==> config.mk <==
export PLATFORM = sky130hd
export DESIGN_NAME = fwbus_target
export DESIGN_NICKNAME = d
export VERILOG_FILES = /design/src/rtl/fwbus_pkg.sv /design/src/rtl/fwbus_seq.sv /design/src/rtl/fwbus_capture.sv /design/src/rtl/fwbus_target.sv
export SDC_FILE = /design/constraint.sdc
export NUM_CORES = 1
export LEC_CHECK = 0
export BUFFER_PORTS_ARGS = -buffer_cell sky130_fd_sc_hd__buf_4
export CAP_MARGIN = 20
export CORE_ASPECT_RATIO = 1.5
export CORE_MARGIN = 4
export CORE_UTILIZATION = 56
export CTS_CLUSTER_DIAMETER = 120
export CTS_CLUSTER_SIZE = 40
export DETAILED_ROUTE_END_ITERATION = 10
export GPL_TIMING_DRIVEN = 0
export HOLD_SLACK_MARGIN = 0.05
export PLACE_DENSITY = 0.84
export SLEW_MARGIN = 20
export SYNTH_ARGS = -nofsm -noshare
export SYNTH_HDL_FRONTEND = slang
export SYNTH_SLANG_ARGS = --single-unit
export TNS_END_PERCENT = 10
==> constraint.sdc <==
create_clock -name clk -period 4.3 [get_ports clk]
set_input_delay 0.86 -clock clk [delete_from_list [all_inputs] [get_ports clk]]
set_output_delay 0.86 -clock clk [all_outputs]
set_load 0.005 [all_outputs]
==> src/rtl/fwbus_pkg.sv <==
package fwbus_pkg;
  localparam int NIB_W = 4;
  localparam logic [3:0] CODE_RD   = 4'b1101;
  localparam logic [3:0] CODE_WR   = 4'b1110;
  localparam logic [3:0] SYNC_OK   = 4'b0000;
  localparam logic [3:0] SYNC_WAIT = 4'b0110;
  localparam logic [3:0] NIB_ONES  = 4'b1111;
  localparam logic [3:0] SIZE_ONE  = 4'b0000;

  typedef enum logic [3:0] {
    ST_IDLE, ST_START, ST_ADDR, ST_SIZE, ST_WLO, ST_WHI,
    ST_TAR0, ST_TAR1, ST_SYNC, ST_DLO, ST_DHI, ST_TEND
  } fw_state_e;
endpackage

==> src/rtl/fwbus_seq.sv <==
module fwbus_seq
  import fwbus_pkg::*;
#(
  parameter int ADDR_NIBS = 7
) (
  input  logic      clk,
  input  logic      rst_n,
  input  logic      frame_n,
  input  logic [3:0] nib,
  input  logic [3:0] dev_id,
  input  logic      mem_ready,
  output fw_state_e st,
  output logic      op_wr,
  output logic      done,
  output logic      shift_addr,
  output logic      ld_lo,
  output logic      ld_hi,
  output logic      ld_rd,
  output logic      mem_rd,
  output logic      mem_wr
);
  localparam int CW = $clog2(ADDR_NIBS + 1);
  localparam logic [CW-1:0] LAST = CW'(ADDR_NIBS - 1);

  fw_state_e      st_n;
  logic           op_n, done_n, wait_win;
  logic [CW-1:0]  cnt, cnt_n;

  assign wait_win = (st == ST_TAR0) || (st == ST_TAR1) || (st == ST_SYNC);

  // next-state logic; a low frame strobe always restarts start decoding
  always_comb begin
    st_n  = st;
    op_n  = op_wr;
    cnt_n = cnt;
    if (!frame_n) begin
      if (nib == CODE_RD || nib == CODE_WR) begin
        st_n = ST_START;
        op_n = (nib == CODE_WR);
      end else begin
        st_n = ST_IDLE;
      end
    end else begin
      case (st)
        ST_IDLE:  st_n = ST_IDLE;
        ST_START: begin
          if (nib == dev_id) begin
            st_n  = ST_ADDR;
            cnt_n = '0;
          end else begin
            st_n = ST_IDLE;
          end
        end
        ST_ADDR:  begin
          if (cnt == LAST) st_n = ST_SIZE;
          else             cnt_n = cnt + 1'b1;
        end
        ST_SIZE:  begin
          if (nib != SIZE_ONE) st_n = ST_IDLE;
          else                 st_n = op_wr ? ST_WLO : ST_TAR0;
        end
        ST_WLO:   st_n = ST_WHI;
        ST_WHI:   st_n = ST_TAR0;
        ST_TAR0:  st_n = ST_TAR1;
        ST_TAR1:  st_n = ST_SYNC;
        ST_SYNC:  if (done) st_n = op_wr ? ST_TEND : ST_DLO;
        ST_DLO:   st_n = ST_DHI;
        ST_DHI:   st_n = ST_TEND;
        ST_TEND:  st_n = ST_IDLE;
        default:  st_n = ST_IDLE;
      endcase
    end
    done_n = wait_win && (done || mem_ready);
  end

  assign shift_addr = frame_n && (st == ST_ADDR);
  assign ld_lo      = frame_n && (st == ST_WLO);
  assign ld_hi      = frame_n && (st == ST_WHI);
  assign ld_rd      = wait_win && mem_ready && !done && !op_wr;
  assign mem_rd     = (st == ST_TAR0) && !op_wr;
  assign mem_wr     = (st == ST_TAR0) && op_wr;

  always_ff @(posedge clk or negedge rst_n) begin
    if (!rst_n) begin
      st    <= ST_IDLE;
      op_wr <= 1'b0;
      cnt   <= '0;
      done  <= 1'b0;
    end else begin
      st    <= st_n;
      op_wr <= op_n;
      cnt   <= cnt_n;
      done  <= done_n;
    end
  end

  // read strobe lasts one clock
  p_rd_pulse_r9: assert property (@(posedge clk) disable iff (!rst_n)
    mem_rd |=> !mem_rd);
  // write strobe lasts one clock
  p_wr_pulse_r8: assert property (@(posedge clk) disable iff (!rst_n)
    mem_wr |=> !mem_wr);
  // once the memory has answered, the flag holds until the sync slot is left
  p_ack_hold_r10: assert property (@(posedge clk) disable iff (!rst_n)
    (done && st == ST_SYNC && frame_n) |=> (st != ST_SYNC));
endmodule

==> src/rtl/fwbus_capture.sv <==
module fwbus_capture
  import fwbus_pkg::*;
#(
  parameter int ADDR_NIBS = 7
) (
  input  logic                       clk,
  input  logic                       rst_n,
  input  logic [NIB_W-1:0]           nib,
  input  logic                       shift_addr,
  input  logic                       ld_lo,
  input  logic                       ld_hi,
  input  logic                       ld_rd,
  input  logic [2*NIB_W-1:0]         rd_in,
  output logic [ADDR_NIBS*NIB_W-1:0] addr,
  output logic [2*NIB_W-1:0]         wdata,
  output logic [2*NIB_W-1:0]         rbuf
);
  localparam int AW = ADDR_NIBS * NIB_W;

  // address: most-significant nibble arrives first
  always_ff @(posedge clk or negedge rst_n) begin
    if (!rst_n)          addr <= '0;
    else if (shift_addr) addr <= {addr[AW-NIB_W-1:0], nib};
  end

  // write byte: one enable per nibble slot, low slot first on the bus
  logic [1:0] slot_en;
  assign slot_en = {ld_hi, ld_lo};
  for (genvar g = 0; g < 2; g++) begin : g_wslot
    always_ff @(posedge clk or negedge rst_n) begin
      if (!rst_n)          wdata[g*NIB_W +: NIB_W] <= '0;
      else if (slot_en[g]) wdata[g*NIB_W +: NIB_W] <= nib;
    end
  end

  always_ff @(posedge clk or negedge rst_n) begin
    if (!rst_n)     rbuf <= '0;
    else if (ld_rd) rbuf <= rd_in;
  end
endmodule

==> src/rtl/fwbus_target.sv <==
module fwbus_target
  import fwbus_pkg::*;
#(
  parameter int ADDR_NIBS = 7,
  localparam int AW = ADDR_NIBS * 4
) (
  input  logic          clk,
  input  logic          rst_n,
  input  logic          frame_n,
  input  logic [3:0]    lad_in,
  output logic [3:0]    lad_out,
  output logic          lad_oe,
  input  logic [3:0]    dev_id,
  output logic [AW-1:0] mem_addr,
  output logic [7:0]    mem_wdata,
  input  logic [7:0]    mem_rdata,
  output logic          mem_rd,
  output logic          mem_wr,
  input  logic          mem_ready
);
  logic [1:0] rst_pipe;
  logic       rst_s;
  always_ff @(posedge clk or negedge rst_n) begin
    if (!rst_n) rst_pipe <= 2'b00;
    else        rst_pipe <= {rst_pipe[0], 1'b1};
  end
  assign rst_s = rst_pipe[1];

  fw_state_e  st;
  logic       op_wr, done, shift_addr, ld_lo, ld_hi, ld_rd;
  logic [7:0] rbuf;

  fwbus_seq #(.ADDR_NIBS(ADDR_NIBS)) u_seq (
    .clk(clk), .rst_n(rst_s), .frame_n(frame_n), .nib(lad_in),
    .dev_id(dev_id), .mem_ready(mem_ready), .st(st), .op_wr(op_wr),
    .done(done), .shift_addr(shift_addr), .ld_lo(ld_lo), .ld_hi(ld_hi),
    .ld_rd(ld_rd), .mem_rd(mem_rd), .mem_wr(mem_wr)
  );

  fwbus_capture #(.ADDR_NIBS(ADDR_NIBS)) u_cap (
    .clk(clk), .rst_n(rst_s), .nib(lad_in), .shift_addr(shift_addr),
    .ld_lo(ld_lo), .ld_hi(ld_hi), .ld_rd(ld_rd), .rd_in(mem_rdata),
    .addr(mem_addr), .wdata(mem_wdata), .rbuf(rbuf)
  );

  // lane drive: only in the target's own slots
  always_comb begin
    lad_oe  = 1'b1;
    lad_out = NIB_ONES;
    case (st)
      ST_SYNC: lad_out = done ? SYNC_OK : SYNC_WAIT;
      ST_DLO:  lad_out = rbuf[3:0];
      ST_DHI:  lad_out = rbuf[7:4];
      ST_TEND: lad_out = NIB_ONES;
      default: lad_oe  = 1'b0;
    endcase
  end

  // the target leaves the lane only after driving all ones
  p_release_ones_r7: assert property (@(posedge clk) disable iff (!rst_s)
    ($fell(lad_oe) && $past(frame_n)) |-> ($past(lad_out) == NIB_ONES));
  // a drive window spans at least sync plus one more nibble
  p_drive_min2_r7: assert property (@(posedge clk) disable iff (!rst_s)
    ($rose(lad_oe) && frame_n) |=> lad_oe);
  // memory strobes never coincide with target drive
  p_strobe_quiet_r1: assert property (@(posedge clk) disable iff (!rst_s)
    (mem_rd || mem_wr) |-> !lad_oe);
  // drive begins with a sync-class nibble
  p_first_sync_r10: assert property (@(posedge clk) disable iff (!rst_s)
    $rose(lad_oe) |-> (lad_out == SYNC_OK || lad_out == SYNC_WAIT));
endmodule

==> impl_metrics.json <==
{
  "critPathArrivalTime_ns": 1.73,
  "firstDrtPassIters": 4,
  "p_leak_nw": 1.59,
  "worst_setup_path_start_kind": "flip-flop",
  "r2r_setup_slack_ns": 2.37,
  "start_util_pct": 57.4,
  "synth_edf_count": 0,
  "grt_overflow": 0,
  "dp_hpwl_mm": 3.47,
  "post-route-period-util_pct": 60.2,
  "seqPwrFrac_pct": 55.7,
  "htree_levels": 2,
  "rsz0062_at_grt": "no",
  "switching_share_pct": 19.5,
  "hold_viol": 0,
  "hold_class": "in -> async",
  "viasPerCell": 5.50,
  "ant_nets": 0,
  "die_y_um": 88.4,
  "clockRootBuffer": "clkbuf_8",
  "tns_ns": 0,
  "comb_power_share_pct": 3.9,
  "grt_pass1_wl_mm": 7.69,
  "die_area_mm2": 0.00545,
  "fin_crit_ns": 2.59,
  "rows": 29,
  "placed_area_mm2": 0.00292,
  "area.growth.synth_to_final_pct": 26.4,
  "drive_gt1_share_pct": 45.3,
  "fin_area_mm2": 0.00305,
  "clk_latency_ns": 0.31,
  "synth_nets": 211,
  "fin_cells": 302,
  "r2r-start": "u_seq.st[2]$_DFFE_PN0P_",
  "clock_skew_ns": 0.00828,
  "max_freq_ghz": 0.386,
  "grt_max_degree": 54,
  "critical_path_class": "reg -> out",
  "post_drt_wl_per_cell_um": 15.3,
  "route.detailed.drc": 0,
  "track_usage_pct": 19.0,
  "peakVddDrop_mv": 0.418,
  "die_w_um": 61.6,
  "maxCapViolCount": 0,
  "critPathRequiredTime_ns": 3.44,
  "antenna_found_initial": 0,
  "setup.worst_path.end_class": "output port",
  "cts.sinks": 55,
  "cts_inserted_buffers": 5,
  "r2r_end": "u_cap.addr[25]$_DFFE_PN0N_",
  "setup_viol": 0,
  "tritoncts": "built",
  "core_region_area_mm2": 0.00421,
  "cts_setup_buffers": 0,
  "antenna_cells": 0,
  "yosysWarningCount": 0,
  "ys_seq_area_share_pct": 57.0,
  "synth.ff_latch_count": 55,
  "rr_worst_depth": 6,
  "drt_iter0_drc": 34,
  "async_reset_ff_share_pct": 100,
  "worst_slew_pin_slew_ns": 0.666,
  "status": "complete, no violations",
  "cp_max_fo": 8,
  "max-slew-margin-rel_pct": 55.6,
  "power_density_mw_per_mm2": 318,
  "yosys.cell_types.count": 41,
  "cts_resized": 0,
  "ys.flop_type": "dfrtp_1",
  "io_buffers": 59,
  "vias": 1660,
  "avgSynthCellArea_um2": 12.8,
  "routed_wl_mm": 4.61,
  "netlist_instances": 189,
  "final_max_slew_viol_count": 0,
  "holdBufCountCts": 0,
  "dp.cells": 294,
  "p_clk_share_pct": 40.4,
  "syn_area_mm2": 0.00242,
  "routabilityCongestion": 0.798,
  "grt_pass1_vias": 1728,
  "clk_pin_slew_worst_paths_ns": 0.09,
  "cts_buffer_depth": 2,
  "holdWs_ns": 0.312,
  "internal_power_mw": 0.781,
  "p_sw_mw": 0.190,
  "layout.nets": 277,
  "ios": 63
}
-- per-stage QoR --
step                      power, mW  util, %  worst slack [ns]
after floorplan               0.568        -              2.01
after global placement        0.588     69.3              1.85
after detailed placement      0.590     69.4              1.82
after CTS                     0.980     72.5              1.71
after global routing           1.01     72.5              1.57
final                         0.971     72.5              1.71
-- registers in the layout, summed over array words and instances (netlist names) --
signal	cells
u_seq.done	1
u_cap.addr	28
u_seq.cnt	3
rst_pipe	2
u_cap.rbuf	8
u_seq.op_wr	1
u_seq.st	4
u_cap.wdata	8
-- cell usage after synthesis (2+ instances only) --
| master | instances | area, um^2 |
|---|---|---|
| nor3b_1 | 2 | 15.0 |
| nand2_1 | 11 | 41.3 |
| nor3_1 | 3 | 15.0 |
| buf_2 | 2 | 10.0 |
| o21ai_0 | 6 | 30.0 |
| inv_1 | 3 | 11.3 |
| mux2_2 | 42 | 473 |
| nand3_1 | 4 | 20.0 |
| nor2_1 | 8 | 30.0 |
| ha_1 | 2 | 25.0 |
| dfrtp_1 | 55 | 1380 |
| xnor2_1 | 4 | 35.0 |
| clkbuf_1 | 6 | 22.5 |
| mux2_1 | 2 | 22.5 |
| a21oi_1 | 7 | 35.0 |
| o22ai_1 | 3 | 18.8 |
| nand2b_1 | 2 | 12.5 |
| nor2b_1 | 3 | 18.8 |
| buf_6 | 2 | 22.5 |
-- area by class of cell --
cell class | instances | area, um^2
plain buffers | 10 | 55.1
inverters | 3 | 11.3
clock inverters | 2 | 60.1
fillers | 312 | 1160
repair buffers | 59 | 443
well taps | 46 | 57.6
flip-flops and latches | 55 | 1380
clock buffers | 6 | 72.6
multi-input cells | 121 | 973
-- metal layers --
layer / vias to the layer above / track usage (%) / share of wire (%)
li1: 796 / - / -
met1: 802 / 22.1 / 38
met2: 54 / 32.2 / 53
met3: 8 / 4.82 / 6.7
met4: 0 / 8.49 / 2.1
met5: - / 0 / 0
-- worst max path at each step --
stage,start,endpoint,slack [ns],depth (start not counted)
CTS,u_seq.st[3]$_DFFE_PN0P_,mem_rd,1.71,3
global placement,lad_in[0],u_seq.cnt[2]$_DFFE_PN0P_,1.85,6
floorplan,lad_in[0],u_seq.cnt[2]$_DFFE_PN0P_,2.01,6
detailed placement,lad_in[0],u_seq.cnt[2]$_DFFE_PN0P_,1.82,6
finish,u_seq.st[3]$_DFFE_PN0P_,mem_rd,1.71,3
global route,u_seq.st[2]$_DFFE_PN0P_,mem_rd,1.57,4
-- layout by cell type (no fill, tap or decap), types with 2 or more instances in the layout --
cell,Yosys,layout
nor2_1,8,8
clkbuf_1,6,7
ha_1,2,2
buf_2,2,2
o22ai_1,3,3
mux2_2,42,42
o21ai_0,6,6
buf_6,2,2
mux2_1,2,2
nor2b_1,3,3
nand2_1,11,11
nand2b_1,2,2
clkbuf_8,0,5
nor3b_1,2,2
inv_1,3,3
buf_4,0,59
nand3_1,4,4
nor3_1,3,3
bufinv_16,0,2
xnor2_1,4,4
a21oi_1,7,7
dfrtp_1,55,54
-- logic make-up (layout without fill, tap and decap cells) --
| logic type | count (synthesis) | after routing | synth area share (%) |
|---|---|---|---|
| flops | 55 | 55 | 57.0 |
| xor+xnor | 5 | 5 | 1.81 |
| fa+ha+maj | 2 | 2 | 1.04 |
| mux | 45 | 45 | 20.9 |
| compound gates | 25 | 25 | 6.47 |
| other cells | 1 | 1 | 0.155 |
| buf+inv | 13 | 80 | 2.74 |
| simple gates | 43 | 43 | 9.89 |
-- power groups by stage --
stage | clock, mW | sequential, mW | combinational [mW]
after floorplan | 0 | 0.547 | 0.0204
after global placement | 0 | 0.551 | 0.0370
after detailed placement | 0 | 0.552 | 0.0385
after CTS | 0.400 | 0.541 | 0.0385
after global routing | 0.419 | 0.544 | 0.0422
final | 0.393 | 0.541 | 0.0381
-- critical path: stages (launching register included) --
cell	delay [ns]
dfrtp_1	0.47
nor2b_1	0.38
nor4bb_1	0.40
buf_4	0.18
Note: power is estimated with default switching activity, not from simulation.
